### config.mk
export PLATFORM = sky130hd
export DESIGN_NAME = mclk_ratio_detect
export DESIGN_NICKNAME = d
export VERILOG_FILES = /design/src/rtl/mcrd_pkg.sv /design/src/rtl/mcrd_sync_edge.sv /design/src/rtl/mcrd_period_counter.sv /design/src/rtl/mcrd_ratio_classifier.sv /design/src/rtl/mcrd_lock_tracker.sv /design/src/rtl/mclk_ratio_detect.sv
export SDC_FILE = /design/constraint.sdc
export NUM_CORES = 1
export LEC_CHECK = 0
export BUFFER_PORTS_ARGS = -buffer_cell sky130_fd_sc_hd__buf_2
export CORE_UTILIZATION = 50
export CTS_CLUSTER_DIAMETER = 200
export DETAILED_ROUTE_END_ITERATION = 10
export PLACE_DENSITY = 0.76
export SYNTH_ARGS = -nofsm -noshare
export SYNTH_HDL_FRONTEND = slang
export SYNTH_SLANG_ARGS = --single-unit
### constraint.sdc
create_clock -name clk -period 4.9 [get_ports clk]
set_input_delay 0.245 -clock clk [delete_from_list [all_inputs] [get_ports clk]]
set_output_delay 0.245 -clock clk [all_outputs]
set_load 0.01 [all_outputs]
### src/rtl/mcrd_pkg.sv
// Package: shared constants and helpers for the master clock ratio detector.
// Assumes the ratio set is fixed at four entries indexed by a 2-bit code.
package mcrd_pkg;

    localparam int unsigned NUM_RATIOS = 4;
    localparam int unsigned CODE_W     = 2;

    // Nominal master clocks per frame for a given ratio code.
    function automatic int unsigned ratio_of(input int unsigned idx);
        case (idx)
            0:       return 128;
            1:       return 256;
            2:       return 512;
            default: return 768;
        endcase
    endfunction

endpackage

### src/rtl/mcrd_sync_edge.sv
// Module: mcrd_sync_edge
// Brings the frame clock through a STAGES-deep flop chain and flags each
// rising edge for one master-clock cycle. Assumes frame_in changes no faster
// than every few master clocks.
module mcrd_sync_edge #(
    parameter int unsigned STAGES = 2
) (
    input  logic clk,
    input  logic rst_n,
    input  logic frame_in,
    output logic rise
);

    logic [STAGES-1:0] sync_q;
    logic              last_q;

    // Shift the frame level through the synchronizer chain.
    always_ff @(posedge clk) begin
        if (!rst_n) begin
            sync_q <= '0;
        end else begin
            sync_q <= {sync_q[STAGES-2:0], frame_in};
        end
    end

    // Remember the previous synchronized level for edge detection.
    always_ff @(posedge clk) begin
        if (!rst_n) begin
            last_q <= 1'b0;
        end else begin
            last_q <= sync_q[STAGES-1];
        end
    end

    // A rising edge is a high synchronized level after a low one.
    always_comb begin
        rise = sync_q[STAGES-1] & ~last_q;
    end

endmodule

### src/rtl/mcrd_period_counter.sv
// Module: mcrd_period_counter
// Counts master clocks between frame rising edges. The count saturates at
// CNT_MAX, and a one-cycle timeout pulse fires as it reaches saturation.
// The first edge after reset only primes the counter and gives no result.
module mcrd_period_counter #(
    parameter int unsigned CNT_W = 11
) (
    input  logic             clk,
    input  logic             rst_n,
    input  logic             rise,
    output logic [CNT_W-1:0] period,
    output logic             meas_valid,
    output logic             timeout
);

    localparam logic [CNT_W-1:0] CNT_MAX  = '1;
    localparam logic [CNT_W-1:0] CNT_NEAR = CNT_MAX - CNT_W'(1);
    localparam logic [CNT_W-1:0] CNT_ONE  = CNT_W'(1);

    logic [CNT_W-1:0] cnt_q;
    logic             primed_q;

    // Restart on each rising edge, otherwise count up to saturation.
    always_ff @(posedge clk) begin
        if (!rst_n) begin
            cnt_q <= '0;
        end else if (rise) begin
            cnt_q <= CNT_ONE;
        end else if (cnt_q != CNT_MAX) begin
            cnt_q <= cnt_q + CNT_ONE;
        end
    end

    // Note that a first edge has been seen so later edges close a period.
    always_ff @(posedge clk) begin
        if (!rst_n) begin
            primed_q <= 1'b0;
        end else if (rise) begin
            primed_q <= 1'b1;
        end
    end

    // Present the running count as the measured period on an edge.
    always_comb begin
        period     = cnt_q;
        meas_valid = rise & primed_q;
        timeout    = ~rise & (cnt_q == CNT_NEAR);
    end

    assert_restart_R2: assert property (@(posedge clk) disable iff (!rst_n)
        rise |=> (cnt_q == CNT_ONE));

    assert_saturate_R8: assert property (@(posedge clk) disable iff (!rst_n)
        (cnt_q == CNT_MAX && !rise) |=> (cnt_q == CNT_MAX));

endmodule

### src/rtl/mcrd_ratio_classifier.sv
// Module: mcrd_ratio_classifier
// Compares a measured period against each supported ratio's window of
// +/- TOL master clocks and encodes the hit. Assumes windows are disjoint,
// which holds while TOL stays well under half the smallest ratio gap.
module mcrd_ratio_classifier
    import mcrd_pkg::*;
#(
    parameter int unsigned CNT_W = 11,
    parameter int unsigned TOL   = 8
) (
    input  logic [CNT_W-1:0]      period,
    output logic [NUM_RATIOS-1:0] hit,
    output logic                  hit_any,
    output logic [CODE_W-1:0]     code
);

    for (genvar k = 0; k < NUM_RATIOS; k++) begin : g_window
        localparam int unsigned      LO_I = ratio_of(k) - TOL;
        localparam int unsigned      HI_I = ratio_of(k) + TOL;
        localparam logic [CNT_W-1:0] LO   = LO_I[CNT_W-1:0];
        localparam logic [CNT_W-1:0] HI   = HI_I[CNT_W-1:0];

        // Flag the period as inside this ratio's inclusive window.
        always_comb begin
            hit[k] = (period >= LO) && (period <= HI);
        end
    end

    // Encode the matching window index and note whether any matched.
    always_comb begin
        code    = '0;
        hit_any = 1'b0;
        for (int k = 0; k < NUM_RATIOS; k++) begin
            if (hit[k]) begin
                code    = CODE_W'(k);
                hit_any = 1'b1;
            end
        end
    end

endmodule

### src/rtl/mcrd_lock_tracker.sv
// Module: mcrd_lock_tracker
// Turns measurement events into lock, mute and ratio outputs. Lock needs two
// consecutive periods that agree on one ratio. A mismatch or timeout drops
// lock and requests mute at once. Assumes at most one event per cycle.
module mcrd_lock_tracker
    import mcrd_pkg::*;
(
    input  logic              clk,
    input  logic              rst_n,
    input  logic              meas_valid,
    input  logic              timeout,
    input  logic              hit_any,
    input  logic [CODE_W-1:0] code,
    output logic [CODE_W-1:0] ratio_code,
    output logic              locked,
    output logic              mute_req
);

    logic              good_ev;
    logic              bad_ev;
    logic              agree;
    logic [CODE_W-1:0] cand_q;
    logic              cand_ok_q;
    logic [CODE_W-1:0] code_q;
    logic              locked_q;
    logic              mute_q;

    // Classify this cycle's event and whether it confirms the candidate.
    always_comb begin
        good_ev = meas_valid & hit_any;
        bad_ev  = (meas_valid & ~hit_any) | timeout;
        agree   = good_ev & cand_ok_q & (cand_q == code);
    end

    // Keep the last matching ratio as the candidate; a miss invalidates it.
    always_ff @(posedge clk) begin
        if (!rst_n) begin
            cand_q    <= '0;
            cand_ok_q <= 1'b0;
        end else if (good_ev) begin
            cand_q    <= code;
            cand_ok_q <= 1'b1;
        end else if (bad_ev) begin
            cand_ok_q <= 1'b0;
        end
    end

    // Publish the code of every matching period, holding it otherwise.
    always_ff @(posedge clk) begin
        if (!rst_n) begin
            code_q <= '0;
        end else if (good_ev) begin
            code_q <= code;
        end
    end

    // Grant lock on agreement, withdraw it on any other event.
    always_ff @(posedge clk) begin
        if (!rst_n) begin
            locked_q <= 1'b0;
        end else if (agree) begin
            locked_q <= 1'b1;
        end else if (good_ev || bad_ev) begin
            locked_q <= 1'b0;
        end
    end

    // Request mute whenever the detector is not confirmed.
    always_ff @(posedge clk) begin
        if (!rst_n) begin
            mute_q <= 1'b1;
        end else if (agree) begin
            mute_q <= 1'b0;
        end else if (good_ev || bad_ev) begin
            mute_q <= 1'b1;
        end
    end

    // Drive the outputs from their registers.
    always_comb begin
        ratio_code = code_q;
        locked     = locked_q;
        mute_req   = mute_q;
    end

    assert_lock_after_match_R4: assert property (@(posedge clk) disable iff (!rst_n)
        $rose(locked_q) |-> $past(meas_valid && hit_any));

    assert_miss_mutes_R5: assert property (@(posedge clk) disable iff (!rst_n)
        ((meas_valid && !hit_any) || timeout) |=> (!locked_q && mute_q));

    assert_mute_inverse_R6: assert property (@(posedge clk) disable iff (!rst_n)
        mute_q == !locked_q);

    assert_code_holds_R9: assert property (@(posedge clk) disable iff (!rst_n)
        !(meas_valid && hit_any) |=> $stable(code_q));

endmodule

### src/rtl/mclk_ratio_detect.sv
// Module: mclk_ratio_detect (top)
// Measures master clocks per frame-clock period, matches the count to one
// of four oversampling ratios within +/- TOL, and reports lock and a
// shutdown/mute request. Assumes frame_in is already level-aligned to clk.
module mclk_ratio_detect
    import mcrd_pkg::*;
#(
    parameter int unsigned CNT_W       = 11,
    parameter int unsigned TOL         = 8,
    parameter int unsigned SYNC_STAGES = 2
) (
    input  logic        clk,
    input  logic        rst_n,
    input  logic        frame_in,
    output logic [1:0]  ratio_code,
    output logic        locked,
    output logic        mute_req
);

    logic                  rise;
    logic [CNT_W-1:0]      period;
    logic                  meas_valid;
    logic                  timeout;
    logic [NUM_RATIOS-1:0] hit;
    logic                  hit_any;
    logic [CODE_W-1:0]     code;

    mcrd_sync_edge #(
        .STAGES (SYNC_STAGES)
    ) u_sync (
        .clk      (clk),
        .rst_n    (rst_n),
        .frame_in (frame_in),
        .rise     (rise)
    );

    mcrd_period_counter #(
        .CNT_W (CNT_W)
    ) u_count (
        .clk        (clk),
        .rst_n      (rst_n),
        .rise       (rise),
        .period     (period),
        .meas_valid (meas_valid),
        .timeout    (timeout)
    );

    mcrd_ratio_classifier #(
        .CNT_W (CNT_W),
        .TOL   (TOL)
    ) u_class (
        .period  (period),
        .hit     (hit),
        .hit_any (hit_any),
        .code    (code)
    );

    mcrd_lock_tracker u_lock (
        .clk        (clk),
        .rst_n      (rst_n),
        .meas_valid (meas_valid),
        .timeout    (timeout),
        .hit_any    (hit_any),
        .code       (code),
        .ratio_code (ratio_code),
        .locked     (locked),
        .mute_req   (mute_req)
    );

    assert_one_window_R3: assert property (@(posedge clk) disable iff (!rst_n)
        $onehot0(hit));

endmodule

After elaboration in Yosys (flattened, before gate mapping)
Index checks and enable logic that the tools add are counted.
W data, S select, Z words.

storage, ports and cells
  output and inout port bits = 4
  bits in registers = 20

operators by class
  order comparisons = 8
  bitwise operators = 12
  reductions and logical operators = 9
  eq/ne operators = 3
  add/subtract/negate cells = 1
  mux-type cells = 15

operators by type and width
  operator                 number
  $le A11 B10 Y1 const B   2
  $mux W1                  13
  $add A11 B1 Y11 const B  1
  $eq A11 B11 Y1 const B   1
  $ge A11 B10 Y1 const B   1
  $ge A11 B7 Y1 const B    1
  $ge A11 B8 Y1 const B    1
  $ge A11 B9 Y1 const B    1
  $le A11 B8 Y1 const B    1
  $le A11 B9 Y1 const B    1
  $ne A11 B11 Y1 const B   1
  $and A1 B1 Y1            7
  $reduce_bool A2 Y1       3
  $logic_and A1 B1 Y1      4
  $mux W2                  2
  $not A1 Y1               4
  $eq A2 B2 Y1             1
  $reduce_or A2 Y1         1
  $logic_or A1 B1 Y1       1
  $or A1 B1 Y1             1

Depth between registers and ports, before layout
Gate-level depths: netlist (run 1).

  word-level depth = 12
  depth in mapped cells = 7
  gate-level depth less buffers = 7

Modules after synthesis
Synthesis (run 1) repeated with hierarchy kept, for this count alone.

unflattened totals
  cell total of the unflattened synthesis = 121
  area, all modules = 1164.9 um^2

by module, submodules not included
  module                 cells each  area each (um^2)  seq. area each (um^2)  instances
  mcrd_period_counter    68          671.9             240.2                  1
  mcrd_lock_tracker      21          226.5             100.1                  1
  mcrd_ratio_classifier  25          173.9             0.0                    1
  mcrd_sync_edge         7           92.6              60.1                   1

Worst setup path before layout (run 1)
OpenSTA, ideal clock, no wires.

  path kind = register to register
  start point = register u_count.cnt_q[5], in the netlist u_count.period[5]
  end point = register u_lock.mute_q, in the netlist u_lock.mute_req
  stages on the path, launching flop included = 6
  data required time = 4.778 ns
  setup time = 0.122 ns
  path buffers = 0
  slack = 3.115 ns
  arrival = 1.663 ns
  path through = dfxtp_1 > or3_4 > a211oi_2 > a31oi_1 > mux2_4 > o32a_1

on the way
  longest elaborated chain between the ends = 11

ends and longest elaborated chain
  item                                                   line                         text
  start, declared                                        mcrd_period_counter.sv:20    logic [CNT_W-1:0] cnt_q;
  start signal, assigned                                 mcrd_period_counter.sv:30    cnt_q <= cnt_q + CNT_ONE;
  $ge A11 B7 Y1 / $le A11 B8 Y1 (equally long branches)  mcrd_ratio_classifier.sv:25  hit[k] = (period >= LO) && (period <= HI);
  $logic_and A1 B1 Y1                                    mcrd_ratio_classifier.sv:25
  $mux W1 (4 in a row)                                   mcrd_ratio_classifier.sv:34  if (hit[k]) begin
  $not A1 Y1                                             mcrd_lock_tracker.sv:31      bad_ev = (meas_valid & ~hit_any) | timeout;
  $and A1 B1 Y1                                          mcrd_lock_tracker.sv:31
  $or A1 B1 Y1                                           mcrd_lock_tracker.sv:31
  $logic_or A1 B1 Y1                                     mcrd_lock_tracker.sv:74      end else if (good_ev || bad_ev) begin
  $reduce_bool A2 Y1 (no line)                           n/a
  end signal, assigned                                   mcrd_lock_tracker.sv:71      mute_q <= 1'b1;
  end signal, assigned                                   mcrd_lock_tracker.sv:73      mute_q <= 1'b0;
  end signal, assigned                                   mcrd_lock_tracker.sv:75      mute_q <= 1'b1;
  end, declared                                          mcrd_lock_tracker.sv:26      logic mute_q;

Several ways; a longest one is shown, not always the timed one.
A chain may end at the register's enable or synchronous reset.

Final worst setup path (run 1)
  start point = register u_count.cnt_q[4], in the netlist u_count.period[4]
  end point = register u_lock.mute_q, in the netlist u_lock.mute_req

The elaborated chain is that of the path after synthesis.

==> results of run 1 <==
## synthesized netlist by cell type
library cell	count	share of area
xnor2_1	8	0.070
o22ai_1	1	0.0063
a31o_2	1	0.0088
nor2b_1	1	0.0063
a2111oi_0	1	0.0088
nand2b_1	2	0.013
clkbuf_2	1	0.0050
o21ai_0	1	0.0050
nor3_1	5	0.025
o211ai_1	1	0.0075
nand4_1	2	0.013
mux2_4	1	0.015
clkbuf_1	2	0.0075
o32a_1	1	0.010
a21o_2	1	0.0088
o21a_1	2	0.015
or3_4	1	0.011
a21oi_1	6	0.030
nor2_1	14	0.053
inv_1	5	0.019
or4_1	1	0.0075
nor3b_1	1	0.0075
nor4b_1	2	0.018
nand2_1	10	0.038
mux2i_1	1	0.010
ha_1	3	0.038
or3_1	1	0.0063
nor4_4	1	0.021
dfxtp_1	20	0.40
nand3_1	6	0.030
a211oi_2	1	0.013
nor4_1	1	0.0063
buf_2	1	0.0050
and2_1	4	0.025
o31ai_1	1	0.0075
xor2_1	1	0.0088
a31oi_1	3	0.019
## metal layers
layer | routed length [µm] | vias up | part of all wire
li1 | - | 415 | -
met1 | 916 | 391 | 0.48
met5 | 0 | - | 0
met3 | 80 | 9 | 0.042
met2 | 831 | 31 | 0.44
met4 | 67 | 0 | 0.035
## cell type report
type | count | area, µm² | share of cell area
clock buffer | 3 | 22.5 | 0.0206
clock inverter | 1 | 30.0 | 0.0275
inverter | 5 | 18.8 | 0.0172
multi-input combinational | 86 | 559 | 0.512
sequential | 20 | 400 | 0.367
tap | 25 | 31.3 | 0.0286
timing repair buffer | 6 | 30.0 | 0.0275
## cells by family after synthesis
group,Yosys count,share of synthesized area
AOI/OAI and AO/OA,20,0.139
muxes,2,0.0251
xor gates and xnor gates,9,0.0792
adders and majority gates,3,0.0377
buffers and inverters,9,0.0364
DFF,20,0.402
and+or+nand+nor,52,0.280
## flip-flops by register name, summed over array words and instances (netlist names)
register          flops
u_count.period       11
u_count.primed_q      1
u_lock.cand_ok_q      1
u_lock.cand_q         2
u_lock.locked         1
u_lock.mute_req       1
u_sync.last_q         1
u_sync.sync_q         2
## stage by stage
stage / instance area, µm² / instances / hold slack [ps] / power, mW
2_1_floorplan: 996 / 115 / 372 / 0.183
3_3_place_gp: 1040 / 142 / 417 / 0.187
3_5_place_dp: 1040 / 142 / 421 / 0.188
4_1_cts: 1090 / 146 / 129 / 0.324
5_1_grt: 1090 / 146 / 131 / 0.335
6_report: 1090 / 146 / 127 / 0.324
## where the power goes
group | internal, mW | switching, mW
clock | 0.0828 | 0.0570
combinational | 0.00543 | 0.00990
sequential | 0.166 | 0.00295
total | 0.254 | 0.0698
## path summary, 6_finish.rpt
kind,end,depth (start not counted)
worst max-delay path,u_lock.mute_req$_SDFFE_PN1P_,5
worst min register to register,u_sync.sync_q[1]$_SDFF_PN0_,1
worst min-delay path,u_sync.sync_q[0]$_SDFF_PN0_,2
worst max register to register,u_lock.mute_req$_SDFFE_PN1P_,5
## worst register-to-register path: cells and delay by family, from the launching register on
family          cells  cell delay, ps
compound gates      3             740
flops               1             390
mux                 1             300
simple gates        1             390
==> flow_summary.json, run 1 <==
{
  "worst_slack_ps": 2990,
  "tightest_slew_ps": 470,
  "met3_usage": 0.0353,
  "slowest_delay_ps": 390,
  "fp.dieArea_um2": 2170,
  "relSlewSlack": 0.684,
  "setup_viol": 0,
  "routedWlPerCell_um": 13.0,
  "rsz0062_at_grt": "false",
  "critPathKind": "reg2reg",
  "final_util": 0.606,
  "cts_root_buffer": "clkbuf_4",
  "core_um2": 1800,
  "dp_slack_ps": 3050,
  "hold_path_class": "in2reg",
  "start_kind": "register",
  "outcome": "finished clean",
  "critPathArrivalTime_ps": 2130,
  "final_hold_viol_count": 0,
  "post_cts_resize_count": 0,
  "drv_cap": 0,
  "vias": 846,
  "num_antenna_cells": 0,
  "path_cells": "or3_4, a211oi_2, a31oi_1, mux2_4, o32a_1",
  "via_per_inst": 5.79,
  "fp.dieW_um": 46.6,
  "final-max-slew-violation-count": 0,
  "drc": 0,
  "drive_above_1_share": 0.132,
  "die_h_um": 46.6,
  "max_freq_mhz": 523,
  "netlist_instances": 115,
  "start_util": 0.553,
  "setup_tns_ps": 0,
  "grt_pass1_vias": 652,
  "grt_busiest_layer": "met2",
  "place_hpwl_mm": 1.34,
  "slowest_stage": "dfxtp_1",
  "layout_common_cells": "dfxtp_1 (20), nor2_1 (14), nand2_1 (10)",
  "ys_ff_latch": 20,
  "synth_area_um2": 996,
  "seq_area_frac_synth": 0.402,
  "worstHoldStart": "frame_in",
  "grt_overflow": 0,
  "antenna_violating_nets_post_route": 0,
  "peakVddDrop_mv": 0.242,
  "wl_mm": 1.90,
  "synth_area_per_cell_um2": 8.66,
  "yosysUniqueCellTypes": 37,
  "gp_congestion": 0.824,
  "nFillCells": 160,
  "clock_skew_ps": 2.81,
  "port_buffers": 6,
  "fin_crit_sh": 0.390,
  "ios": 7,
  "timing.rr.start": "u_count.period[4]$_SDFFE_PP0P_",
  "synth_nets": 121,
  "path_buf_inv": 0,
  "antenna_found_initial": 0,
  "cts_buffer_depth": 2,
  "track_usage": 0.197,
  "path_clk_slew_ps": 120,
  "ctsHoldBuffers": 0,
  "syn2layout_area_growth_pct": 9.67,
  "htree_levels": 1,
  "clock_sinks": 20,
  "cts_setup_buffers": 0,
  "grt_pass1_wl_mm": 2.93,
  "cts-buffers-inserted": 3,
  "grt_use_met2": 0.289,
  "cts_tree": "built",
  "fin_nets": 128,
  "startpoint": "u_count.period[4]$_SDFFE_PP0P_",
  "cp_max_fo": 7,
  "dr.pass1.iters": 4,
  "cp_top_family": "compound AO/OA/AOI/OAI gates",
  "powerDensity_nw_per_um2": 297,
  "required_ps": 5120,
  "final_common_cell": "dfxtp_1",
  "grt_max_degree": 13,
  "rows": 15,
  "leakage_nw": 0.375,
  "rrSetupSlack_ps": 2990,
  "drtIter0Drc": 24,
  "end_kind": "register",
  "grtUsageMet1": 0.273,
  "worstSkewPairLatency_ps": 310,
  "post-route-min-period_ps": 1910,
  "ys_warn_count": 0
}
No activity file was read; power rests on OpenSTA's default activity.
==> run 2, diff against run 1 <==
PLACE_DENSITY = 0.79   (was 0.76)
clock period = 1.6 ns   (was 4.9 ns; I/O delays follow)
==> run 2 against run 1 <==
Net effect:
- the run now ends with setup timing left
- cell count increased by 15%
- combinational power increased to 4.7 times the previous value
- first-iteration DRC count decreased by 8.3%
- core utilization increased by 13 points
- worst hold slack got worse by 26 ps
- sequential share of layout area decreased by 5.9 points
- highest routed layer unchanged
==> flow_summary.json, run 2 (synthesized netlist as in run 1, its figures left out) <==
{
  "critPathKind": "reg2reg",
  "path_cells": "or3_4, a211oi_4, a31oi_2, mux2_4, o32a_1",
  "core_um2": 1800,
  "cp_max_fo": 4,
  "vias": 932,
  "antenna_violating_nets_post_route": 0,
  "port_buffers": 6,
  "post-route-min-period_ps": 1850,
  "met2_length_mm": 1.29,
  "highest_layer": "met4",
  "setup_tns_ps": -836,
  "leakage_nw": 0.489,
  "powerDensity_nw_per_um2": 624,
  "start_kind": "register",
  "peakVddDrop_mv": 0.674,
  "drv_cap": 0,
  "outcome": "finished, violations left",
  "fp.dieW_um": 46.6,
  "num_antenna_cells": 0,
  "met3_length_um": 60,
  "htree_levels": 1,
  "final_hold_viol_count": 0,
  "grt_pass1_vias": 930,
  "setup_viol": 5,
  "final_cells": 168,
  "final_common_cell": "buf_4",
  "grt_max_degree": 11,
  "antenna_found_initial": 0,
  "end_kind": "register",
  "rows": 15,
  "start_util": 0.553,
  "nFillCells": 141,
  "fin_crit_sh": 1.15,
  "fin_nets": 151,
  "layout_common_cells": "buf_4 (19), dfxtp_1 (14), nor2_1 (13)",
  "grt_overflow": 0,
  "max_freq_mhz": 541,
  "largest_register": "u_count.period",
  "worstSkewPairLatency_ps": 310,
  "tightest_slew_ps": 370,
  "drtIter0Drc": 22,
  "cts_root_buffer": "clkbuf_4",
  "total_power_mw": 0.827,
  "largest_register_ffs": 11,
  "reg.largest.list": "u_count.period (11), u_lock.cand_q (2), u_sync.sync_q (2)",
  "via_per_inst": 5.55,
  "drive_above_1_share": 0.385,
  "slowest_stage": "or3_4",
  "required_ps": 1810,
  "path_clk_slew_ps": 110,
  "final_util": 0.735,
  "critPathArrivalTime_ps": 2050,
  "gp_congestion": 0.898,
  "startpoint": "u_count.period[5]$_SDFFE_PP0P_",
  "ff_latch_area_um2": 408,
  "cts-buffers-inserted": 3,
  "clock_sinks": 20,
  "dr.pass1.iters": 4,
  "final-max-slew-violation-count": 0,
  "clock_skew_ps": 8.79,
  "drc": 0,
  "routedWlPerCell_um": 15.0,
  "relSlewSlack": 0.753,
  "wl_mm": 2.51,
  "dp_slack_ps": -194,
  "slowest_delay_ps": 400,
  "place_hpwl_mm": 1.71,
  "die_h_um": 46.6,
  "wl_met1_mm": 1.14,
  "placed_cells": 162,
  "hold_path_class": "in2reg",
  "timing.rr.start": "u_count.period[5]$_SDFFE_PP0P_",
  "cts_buffer_depth": 2,
  "ios": 7,
  "grt_pass1_wl_mm": 3.93,
  "rsz0062_at_grt": "true",
  "worstHoldStart": "rst_n",
  "track_usage": 0.264,
  "violations": "setup timing",
  "syn2layout_area_growth_pct": 33.0,
  "fp.dieArea_um2": 2170,
  "worst_slack_ps": -247,
  "cts_tree": "built",
  "multi_input_area_um2": 628
}
==> run 2: power by group <==
group | switching, mW | total (mW) | leakage (nW) | internal, mW
Clock | 0.154 | 0.241 | 0.0138 | 0.0880
Sequential | 0.00534 | 0.514 | 0.165 | 0.508
Combinational | 0.0409 | 0.0716 | 0.310 | 0.0307
==> run 2: path summary, 6_finish.rpt <==
kind / cells after the start / to / slack (ps)
max: 5 / u_lock.mute_req$_SDFFE_PN1P_ / -250
min: 2 / u_lock.cand_q[1]$_SDFFE_PN0P_ / 100
max reg2reg: 5 / u_lock.mute_req$_SDFFE_PN1P_ / -250
min reg2reg: 1 / u_sync.sync_q[1]$_SDFF_PN0_ / 450
==> run 2: what timing repair did <==
action | 4_1_cts | 5_1_grt
hold buffers | 1 | 0
endpoints found under the hold margin | 1 | 0
setup buffers | 2 | 0
pin swaps | 3 | 5
endpoints found under the setup margin | 8 | 14
resized for setup | 11 | 11
gates cloned | 0 | 0
==> run 2: final cells by class <==
cell class,instances,share of cell area
flip-flops and latches,20,0.308
repair buffers,29,0.163
well taps,25,0.0236
clock buffers,3,0.0170
multi-input cells,86,0.474
inverters,5,0.0142
==> run 2: critical path, delay by kind of cell (launching register included) <==
kind	cells	cell delay, ps
compound gates	3	710
flops	1	340
mux	1	300
simple gates	1	400
==> run 2: per-layer routing <==
metal | up-vias | global-route usage
met3 | 4 | 0.0706
met1 | 456 | 0.300
met2 | 14 | 0.461
li1 | 458 | -
met5 | - | 0
met4 | 0 | 0.109
==> run 2: metrics by stage <==
| step | hold WS (ps) | cell area (µm²) |
|---|---|---|
| global placement | 292 | 1190 |
| floorplan | 207 | 1000 |
| finish | 101 | 1330 |
| detailed placement | 297 | 1190 |
| CTS | 85.9 | 1290 |
| global route | 103 | 1330 |
